===== config.mk =====
export PLATFORM = sky130hd
export DESIGN_NAME = calendar_clock
export DESIGN_NICKNAME = d
export VERILOG_FILES = /design/src/rtl/cal_pkg.sv /design/src/rtl/cal_field.sv /design/src/rtl/cal_ctrl.sv /design/src/rtl/cal_datapath.sv /design/src/rtl/calendar_clock.sv
export SDC_FILE = /design/constraint.sdc
export NUM_CORES = 1
export LEC_CHECK = 0
export BUFFER_PORTS_ARGS = -buffer_cell sky130_fd_sc_hd__buf_2
export CAP_MARGIN = 25
export CORE_AREA = 2 2 150 152
export CTS_CLUSTER_SIZE = 24
export DETAILED_ROUTE_END_ITERATION = 10
export DIE_AREA = 0 0 152 154
export GPL_TIMING_DRIVEN = 0
export PLACE_DENSITY_LB_ADDON = 0.1
export SYNTH_ARGS = -nofsm -noshare
export SYNTH_HDL_FRONTEND = slang
export SYNTH_HIERARCHICAL = 1
export SYNTH_SLANG_ARGS = --single-unit
export TNS_END_PERCENT = 30

===== constraint.sdc =====
create_clock -name clk -period 13.3 [get_ports clk]
set_input_delay 2.66 -clock clk [delete_from_list [all_inputs] [get_ports clk]]
set_output_delay 2.66 -clock clk [all_outputs]
set_load 0.03 [all_outputs]

===== src/rtl/cal_pkg.sv =====
package cal_pkg;
  localparam int FIELD_W   = 8;
  localparam int SEL_W     = 3;
  localparam logic [FIELD_W-1:0] SEC_LAST   = 8'd59;
  localparam logic [FIELD_W-1:0] MIN_LAST   = 8'd59;
  localparam logic [FIELD_W-1:0] HOUR_LAST  = 8'd23;
  localparam logic [FIELD_W-1:0] WDAY_LAST  = 8'd7;
  localparam logic [FIELD_W-1:0] MONTH_LAST = 8'd12;
  localparam logic [FIELD_W-1:0] YEAR_LAST  = 8'd99;

  typedef enum logic [SEL_W-1:0] {
    FLD_SEC   = 3'd0,
    FLD_MIN   = 3'd1,
    FLD_HOUR  = 3'd2,
    FLD_WDAY  = 3'd3,
    FLD_MDAY  = 3'd4,
    FLD_MONTH = 3'd5,
    FLD_YEAR  = 3'd6,
    FLD_NONE  = 3'd7
  } fieldSel_e;

  // strobes from control to datapath
  typedef struct packed {
    logic      incSec;
    logic      incMin;
    logic      incHour;
    logic      incDay;
    logic      incMonth;
    logic      incYear;
    logic      load;
    fieldSel_e loadSel;
  } calStrobe_t;

  // last-value flags from datapath to control
  typedef struct packed {
    logic secLast;
    logic minLast;
    logic hourLast;
    logic mdayLast;
    logic monthLast;
  } calWrap_t;

  function automatic logic [FIELD_W-1:0] encodeField(input logic [FIELD_W-1:0] v,
                                                     input logic bin);
    logic [FIELD_W-1:0] tens;
    logic [FIELD_W-1:0] units;
    tens  = v / 8'd10;
    units = v % 8'd10;
    return bin ? v : {tens[3:0], units[3:0]};
  endfunction

  function automatic logic [FIELD_W-1:0] decodeField(input logic [FIELD_W-1:0] v,
                                                     input logic bin);
    return bin ? v : ({4'd0, v[7:4]} * 8'd10 + {4'd0, v[3:0]});
  endfunction

  function automatic logic [FIELD_W-1:0] stepField(input logic [FIELD_W-1:0] v,
                                                   input logic bin);
    if (bin) return v + 8'd1;
    if (v[3:0] == 4'd9) return {v[7:4] + 4'd1, 4'd0};
    return {v[7:4], v[3:0] + 4'd1};
  endfunction

  // month and year in binary; year in the 1950..2049 window
  function automatic logic [FIELD_W-1:0] monthLength(input logic [FIELD_W-1:0] mon,
                                                     input logic [FIELD_W-1:0] yr);
    case (mon)
      8'd2:                    return (yr[1:0] == 2'b00) ? 8'd29 : 8'd28;
      8'd4, 8'd6, 8'd9, 8'd11: return 8'd30;
      default:                 return 8'd31;
    endcase
  endfunction
endpackage


===== src/rtl/cal_field.sv =====
module cal_field
  import cal_pkg::*;
#(
  parameter logic [FIELD_W-1:0] RST_VAL  = '0,
  parameter logic [FIELD_W-1:0] WRAP_VAL = '0
) (
  input  logic               clk,
  input  logic               rstN,
  input  logic               binMode,
  input  logic               inc,
  input  logic               load,
  input  logic [FIELD_W-1:0] loadData,
  input  logic [FIELD_W-1:0] lastVal,
  output logic               atLast,
  output logic [FIELD_W-1:0] val
);
  logic [FIELD_W-1:0] wrapEnc;

  assign wrapEnc = encodeField(WRAP_VAL, binMode);
  assign atLast  = (val == encodeField(lastVal, binMode));

  always_ff @(posedge clk or negedge rstN) begin
    if (!rstN)     val <= RST_VAL;
    else if (load) val <= loadData;
    else if (inc)  val <= atLast ? wrapEnc : stepField(val, binMode);
  end
endmodule


===== src/rtl/cal_ctrl.sv =====
module cal_ctrl
  import cal_pkg::*;
(
  input  logic             clk,
  input  logic             rstN,
  input  logic             tick,
  input  logic             inhibit,
  input  logic             wrEn,
  input  logic [SEL_W-1:0] wrSel,
  input  calWrap_t         wrap,
  output calStrobe_t       strobe,
  output logic             secCarry
);
  logic advance;

  // a host write wins over a tick in the same cycle
  assign advance = tick && !inhibit && !wrEn;

  always_comb begin
    strobe.incSec   = advance;
    strobe.incMin   = strobe.incSec   && wrap.secLast;
    strobe.incHour  = strobe.incMin   && wrap.minLast;
    strobe.incDay   = strobe.incHour  && wrap.hourLast;
    strobe.incMonth = strobe.incDay   && wrap.mdayLast;
    strobe.incYear  = strobe.incMonth && wrap.monthLast;
    strobe.load     = wrEn;
    strobe.loadSel  = fieldSel_e'(wrSel);
  end

  always_ff @(posedge clk or negedge rstN) begin
    if (!rstN) secCarry <= 1'b0;
    else       secCarry <= strobe.incMin;
  end
endmodule


===== src/rtl/cal_datapath.sv =====
module cal_datapath
  import cal_pkg::*;
#(
  parameter logic [FIELD_W-1:0] RST_WDAY  = 8'd7,
  parameter logic [FIELD_W-1:0] RST_MDAY  = 8'd1,
  parameter logic [FIELD_W-1:0] RST_MONTH = 8'd1
) (
  input  logic               clk,
  input  logic               rstN,
  input  logic               binMode,
  input  calStrobe_t         strobe,
  input  logic [FIELD_W-1:0] wrData,
  output calWrap_t           wrap,
  output logic [FIELD_W-1:0] seconds,
  output logic [FIELD_W-1:0] minutes,
  output logic [FIELD_W-1:0] hours,
  output logic [FIELD_W-1:0] weekDay,
  output logic [FIELD_W-1:0] monthDay,
  output logic [FIELD_W-1:0] month,
  output logic [FIELD_W-1:0] year
);
  logic [FIELD_W-1:0] daysNow;
  logic               wdayLast;
  logic               yearLast;
  logic [6:0]         ld;

  assign daysNow = monthLength(decodeField(month, binMode), decodeField(year, binMode));

  for (genvar f = 0; f < 7; f++) begin : g_ld
    assign ld[f] = strobe.load && (strobe.loadSel == fieldSel_e'(f));
  end

  cal_field #(.RST_VAL(8'd0), .WRAP_VAL(8'd0)) u_sec (
    .clk, .rstN, .binMode, .inc(strobe.incSec), .load(ld[FLD_SEC]), .loadData(wrData),
    .lastVal(SEC_LAST), .atLast(wrap.secLast), .val(seconds));

  cal_field #(.RST_VAL(8'd0), .WRAP_VAL(8'd0)) u_min (
    .clk, .rstN, .binMode, .inc(strobe.incMin), .load(ld[FLD_MIN]), .loadData(wrData),
    .lastVal(MIN_LAST), .atLast(wrap.minLast), .val(minutes));

  cal_field #(.RST_VAL(8'd0), .WRAP_VAL(8'd0)) u_hour (
    .clk, .rstN, .binMode, .inc(strobe.incHour), .load(ld[FLD_HOUR]), .loadData(wrData),
    .lastVal(HOUR_LAST), .atLast(wrap.hourLast), .val(hours));

  cal_field #(.RST_VAL(RST_WDAY), .WRAP_VAL(8'd1)) u_wday (
    .clk, .rstN, .binMode, .inc(strobe.incDay), .load(ld[FLD_WDAY]), .loadData(wrData),
    .lastVal(WDAY_LAST), .atLast(wdayLast), .val(weekDay));

  cal_field #(.RST_VAL(RST_MDAY), .WRAP_VAL(8'd1)) u_mday (
    .clk, .rstN, .binMode, .inc(strobe.incDay), .load(ld[FLD_MDAY]), .loadData(wrData),
    .lastVal(daysNow), .atLast(wrap.mdayLast), .val(monthDay));

  cal_field #(.RST_VAL(RST_MONTH), .WRAP_VAL(8'd1)) u_month (
    .clk, .rstN, .binMode, .inc(strobe.incMonth), .load(ld[FLD_MONTH]), .loadData(wrData),
    .lastVal(MONTH_LAST), .atLast(wrap.monthLast), .val(month));

  cal_field #(.RST_VAL(8'd0), .WRAP_VAL(8'd0)) u_year (
    .clk, .rstN, .binMode, .inc(strobe.incYear), .load(ld[FLD_YEAR]), .loadData(wrData),
    .lastVal(YEAR_LAST), .atLast(yearLast), .val(year));

  // day-of-week and year wraps end the carry chain; no consumer
  logic unusedLast;
  assign unusedLast = wdayLast ^ yearLast;
endmodule


===== src/rtl/calendar_clock.sv =====
module calendar_clock
  import cal_pkg::*;
#(
  // reset date values must be below 10 so both encodings agree
  parameter logic [FIELD_W-1:0] RST_WDAY  = 8'd7,
  parameter logic [FIELD_W-1:0] RST_MDAY  = 8'd1,
  parameter logic [FIELD_W-1:0] RST_MONTH = 8'd1
) (
  input  logic               clk,
  input  logic               rstN,
  input  logic               tick,
  input  logic               inhibit,
  input  logic               binMode,
  input  logic               wrEn,
  input  logic [SEL_W-1:0]   wrSel,
  input  logic [FIELD_W-1:0] wrData,
  output logic [FIELD_W-1:0] seconds,
  output logic [FIELD_W-1:0] minutes,
  output logic [FIELD_W-1:0] hours,
  output logic [FIELD_W-1:0] weekDay,
  output logic [FIELD_W-1:0] monthDay,
  output logic [FIELD_W-1:0] month,
  output logic [FIELD_W-1:0] year,
  output logic               secCarry
);
  calStrobe_t strobe;
  calWrap_t   wrap;

  cal_ctrl u_ctrl (
    .clk, .rstN, .tick, .inhibit, .wrEn, .wrSel, .wrap, .strobe, .secCarry);

  cal_datapath #(.RST_WDAY(RST_WDAY), .RST_MDAY(RST_MDAY), .RST_MONTH(RST_MONTH)) u_dp (
    .clk, .rstN, .binMode, .strobe, .wrData, .wrap,
    .seconds, .minutes, .hours, .weekDay, .monthDay, .month, .year);
endmodule


# == Yosys cells after proc, flatten, opt, wreduce, memory -nomap -nowiden ==
# Index checks and enable logic that the tools add are counted.
# word_totals
register_bits,57
inputBits,17
out_inout_bits,57
wordCells,207
# classes
add_sub_neg,23
n_mul,2
div,2
eq_ne,25
mux,100
reduce_logical,40
# ops
operator,count
8-bit 2-to-1 mux,52
4-bit by 1-bit adder with 4-bit output (second input constant),14
8-bit by 1-bit adder with 8-bit output (second input constant),7
1-bit 2-to-1 mux,43
4-bit == test (second input constant),7
4-bit nonzero test,7
8-bit by 3-bit == test with 1-bit output (second input constant),3
8-bit == test,3
8-bit by 4-bit == test with 1-bit output (second input constant),2
8-bit case mux with 2 select lines,1
1-bit logical AND,14
2-bit AND reduction,7
2-bit nonzero test,7
3-bit == test (second input constant),3
8-bit by 4-bit adder with 8-bit output,1
8-bit by 4-bit divider with 8-bit output (second input constant),1
8-bit by 2-bit == test with 1-bit output (second input constant),1
8-bit by 5-bit == test with 1-bit output,1
8-bit by 6-bit == test with 1-bit output,1
8-bit by 7-bit == test with 1-bit output,1
8-bit by 4-bit modulo with 8-bit output (second input constant),1
4-bit by 3-bit multiplier with 7-bit output (second input constant),1
7-bit 2-to-1 mux,1
3-bit by 2-bit == test with 1-bit output (second input constant),2
other kinds (10),11

# == Depth between registers and ports, before layout ==
# depth
depth_word,21
ltp_mapped,23
depth_no_buf,22

# == Cells and area by module ==
# Netlist, hierarchy kept.
# by_module_without_submodules
mod,n_inst,cells_per_inst,area_each_um2,seq_area_each_um2
cal_field at u_dp.u_hour ...,4,225,1656.6,200.2
cal_field at u_dp.u_mday ...,2,217,1547.7,201.4
cal_field at u_dp.u_wday,1,217,1550.2,203.9
cal_datapath,1,56,412.9,0.0
cal_ctrl,1,16,137.6,25.0

# == Worst setup path before layout ==
# OpenSTA, ideal clock, no wires.
# synth_path
kind,input to register
start,in binMode
end,reg u_dp.u_month.val[6]
setup_time_ns,0.128
arrival_ns,5.746
required_ns,13.172
slack_ns,7.426
path_stages,18
path_buffers,2
cell_sequence,buf_2 -> o41ai_1 -> o2111ai_1 -> or4_1 -> and2_1 -> mux2_2 -> o41ai_1 -> a32oi_2 -> nor2_1 -> nand3_1 -> nor2_1 -> clkbuf_1 -> inv_1 -> mux2i_1 -> nand2_1 -> a21oi_1 -> o31a_1 -> a21oi_1
# synth_lines
item,line_no,source
start: declaration,calendar_clock.sv:13,"input logic binMode,"
end signal: assignment,cal_field.sv:24,else if (load) val <= loadData;
end signal: assignment,cal_field.sv:25,"else if (inc) val <= atLast ? wrapEnc : stepField(val, binMode);"
end: declaration,cal_field.sv:15,output logic [FIELD_W-1:0] val

==> impl_metrics.json <==
{
  "status": "completed",
  "clock_latency_ns": 0.34,
  "hold_path.class": "reg2reg",
  "cts-hold-fix-buffers": 0,
  "initial_utilization": 0.545,
  "track_usage": 0.289,
  "gp_congestion": 0.912,
  "grt_setup_unrepaired": "false",
  "cts_buffers": 9,
  "grt_pass1_wl_um": 58600,
  "path_clk_slew_ns": 0.05,
  "p_leak_nw": 5.83,
  "cts_resized": 0,
  "overflow": 0,
  "wl_per_cell_um": 15.8,
  "clock-sinks": 57,
  "slew_headroom": 0.507,
  "area_growth_pct": 14.8,
  "syn-cell-area_mm2": 0.0118,
  "fmax_mhz": 148,
  "io_buffer_count": 70,
  "die_area_mm2": 0.0234,
  "die_h_um": 154,
  "max-vdd-ir-drop_uv": 62.4,
  "drc": 0,
  "nets": 1943,
  "grt_max_degree": 33,
  "vias": 13100,
  "tritoncts": "done",
  "grt_pass1_vias": 11900,
  "drv_cap": 0,
  "tns_ns": 0,
  "drive_above_1_share": 0.142,
  "synthCells": 1621,
  "worstMarginPinSlew_ns": 0.733,
  "holdWs_ns": 0.640,
  "dpl_cell_area_mm2": 0.0133,
  "endpoint_kind": "register",
  "fillers": 2075,
  "power_mw": 1.06,
  "drtAntennaViolNets": 0,
  "arrival_ns": 6.99,
  "fin_cells": 2181,
  "firstDrtPassIters": 7,
  "cts_max_path_buffers": 2,
  "num_rows": 54,
  "htreeDepth": 3,
  "ioPinCount": 74,
  "fp.coreArea_mm2": 0.0217,
  "post_cts_buffers": 0,
  "avgSynthCellArea_um2": 7.29,
  "antenna_found_initial": 0,
  "wl_um": 34500,
  "slew_viol_final": 0,
  "hold_viol_final": 0,
  "layout_common_cells": "conb_1 (195), nor2_1 (137), nand2_1 (133)",
  "die_w_um": 152,
  "layout_min_cycle_time_ns": 6.77,
  "cts_root_buf": "clkbuf_16",
  "hpwlAfterDp_um": 25800,
  "fin_worst_skew_ns": 0.00581,
  "final_area_mm2": 0.0136,
  "startpoint_type": "primary input",
  "dp.cells": 2165,
  "yosysWarnings": 6,
  "fin_crit_sh": 0.509,
  "critPathKind": "in2reg",
  "antenna_cells": 0,
  "viasPerCell": 5.99,
  "cp_data_required_time_ns": 13.51,
  "powerDensity_mw_per_mm2": 78.3,
  "final_common_cell": "conb_1",
  "drt_iter0_drc": 1102,
  "setup_violations": 0,
  "path_max_fanout": 14
}
==> power by group <==
part | leakage [nW] | switching (mW) | internal [mW]
registers | 0.632 | 0.0515 | 0.200
clock network | 0.150 | 0.0839 | 0.155
logic | 5.05 | 0.340 | 0.232
total | 5.83 | 0.475 | 0.586
==> metrics by stage <==
step / utilization / setup slack [ns]
after floorplan: - / 7.43
after global placement: 0.610 / 6.26
after detailed placement: 0.611 / 6.21
after CTS: 0.625 / 6.56
after global routing: 0.625 / 6.13
final: 0.625 / 6.53
==> final timing paths <==
check	startpoint	to	slack (ns)	depth (start not counted)
max in group asynchronous	rstN	u_dp/u_month/val[0]	10.28	2
max reg2reg	u_dp/u_month/val[5]	u_dp/u_month/val[6]	7.49	22
min reg2reg	u_dp/u_wday/val[1]	u_dp/u_wday/val[1]	0.64	2
min in group asynchronous	rstN	u_dp/u_min/val[3]	2.33	1
min	u_dp/u_wday/val[1]	u_dp/u_wday/val[1]	0.64	2
max	binMode	u_dp/u_month/val[6]	6.53	19
==> layer usage <==
metal  routed length, um  GRT usage
met1               15400      0.396
met2               16600      0.488
met3                1820     0.0209
met4                 706     0.0912
met5                   0          0
==> area by class of cell <==
| class | instances | area (um2) | area share |
|---|---|---|---|
| clock buffer | 13 | 260 | 0.0192 |
| timing repair buffer | 71 | 370 | 0.0273 |
| buffer | 139 | 766 | 0.0565 |
| inverter | 84 | 315 | 0.0233 |
| tap | 280 | 350 | 0.0258 |
| sequential | 57 | 1430 | 0.106 |
| clock inverter | 3 | 40.0 | 0.00295 |
| multi-input combinational | 1534 | 10000 | 0.739 |
==> worst max-delay path, stage by stage <==
cell and delay [ns]:
buf_2 0.39, buf_2 0.29, a211o_1 0.12, o2111ai_1 0.15, or4_1 0.68, and2_1 0.19
mux2_2 0.26, o41ai_1 0.33, a32oi_2 0.22, nor2_1 0.17, nand3_1 0.15, nor2_1 0.15
clkbuf_1 0.32, inv_1 0.22, mux2i_1 0.25, nand2_1 0.10, a21oi_1 0.15, o31a_1 0.15
a21oi_1 0.04
==> flip-flops by register name (all words and copies together) (netlist names) <==
| register | cells |
|---|---|
| u_dp/u_hour/val | 8 |
| u_dp/u_mday/val | 8 |
| u_dp/u_min/val | 8 |
| u_dp/u_month/val | 8 |
| u_dp/u_sec/val | 8 |
| u_dp/u_wday/val | 8 |
| u_dp/u_year/val | 8 |
| u_ctrl/secCarry | 1 |
Power figures use the tool's default switching activity.
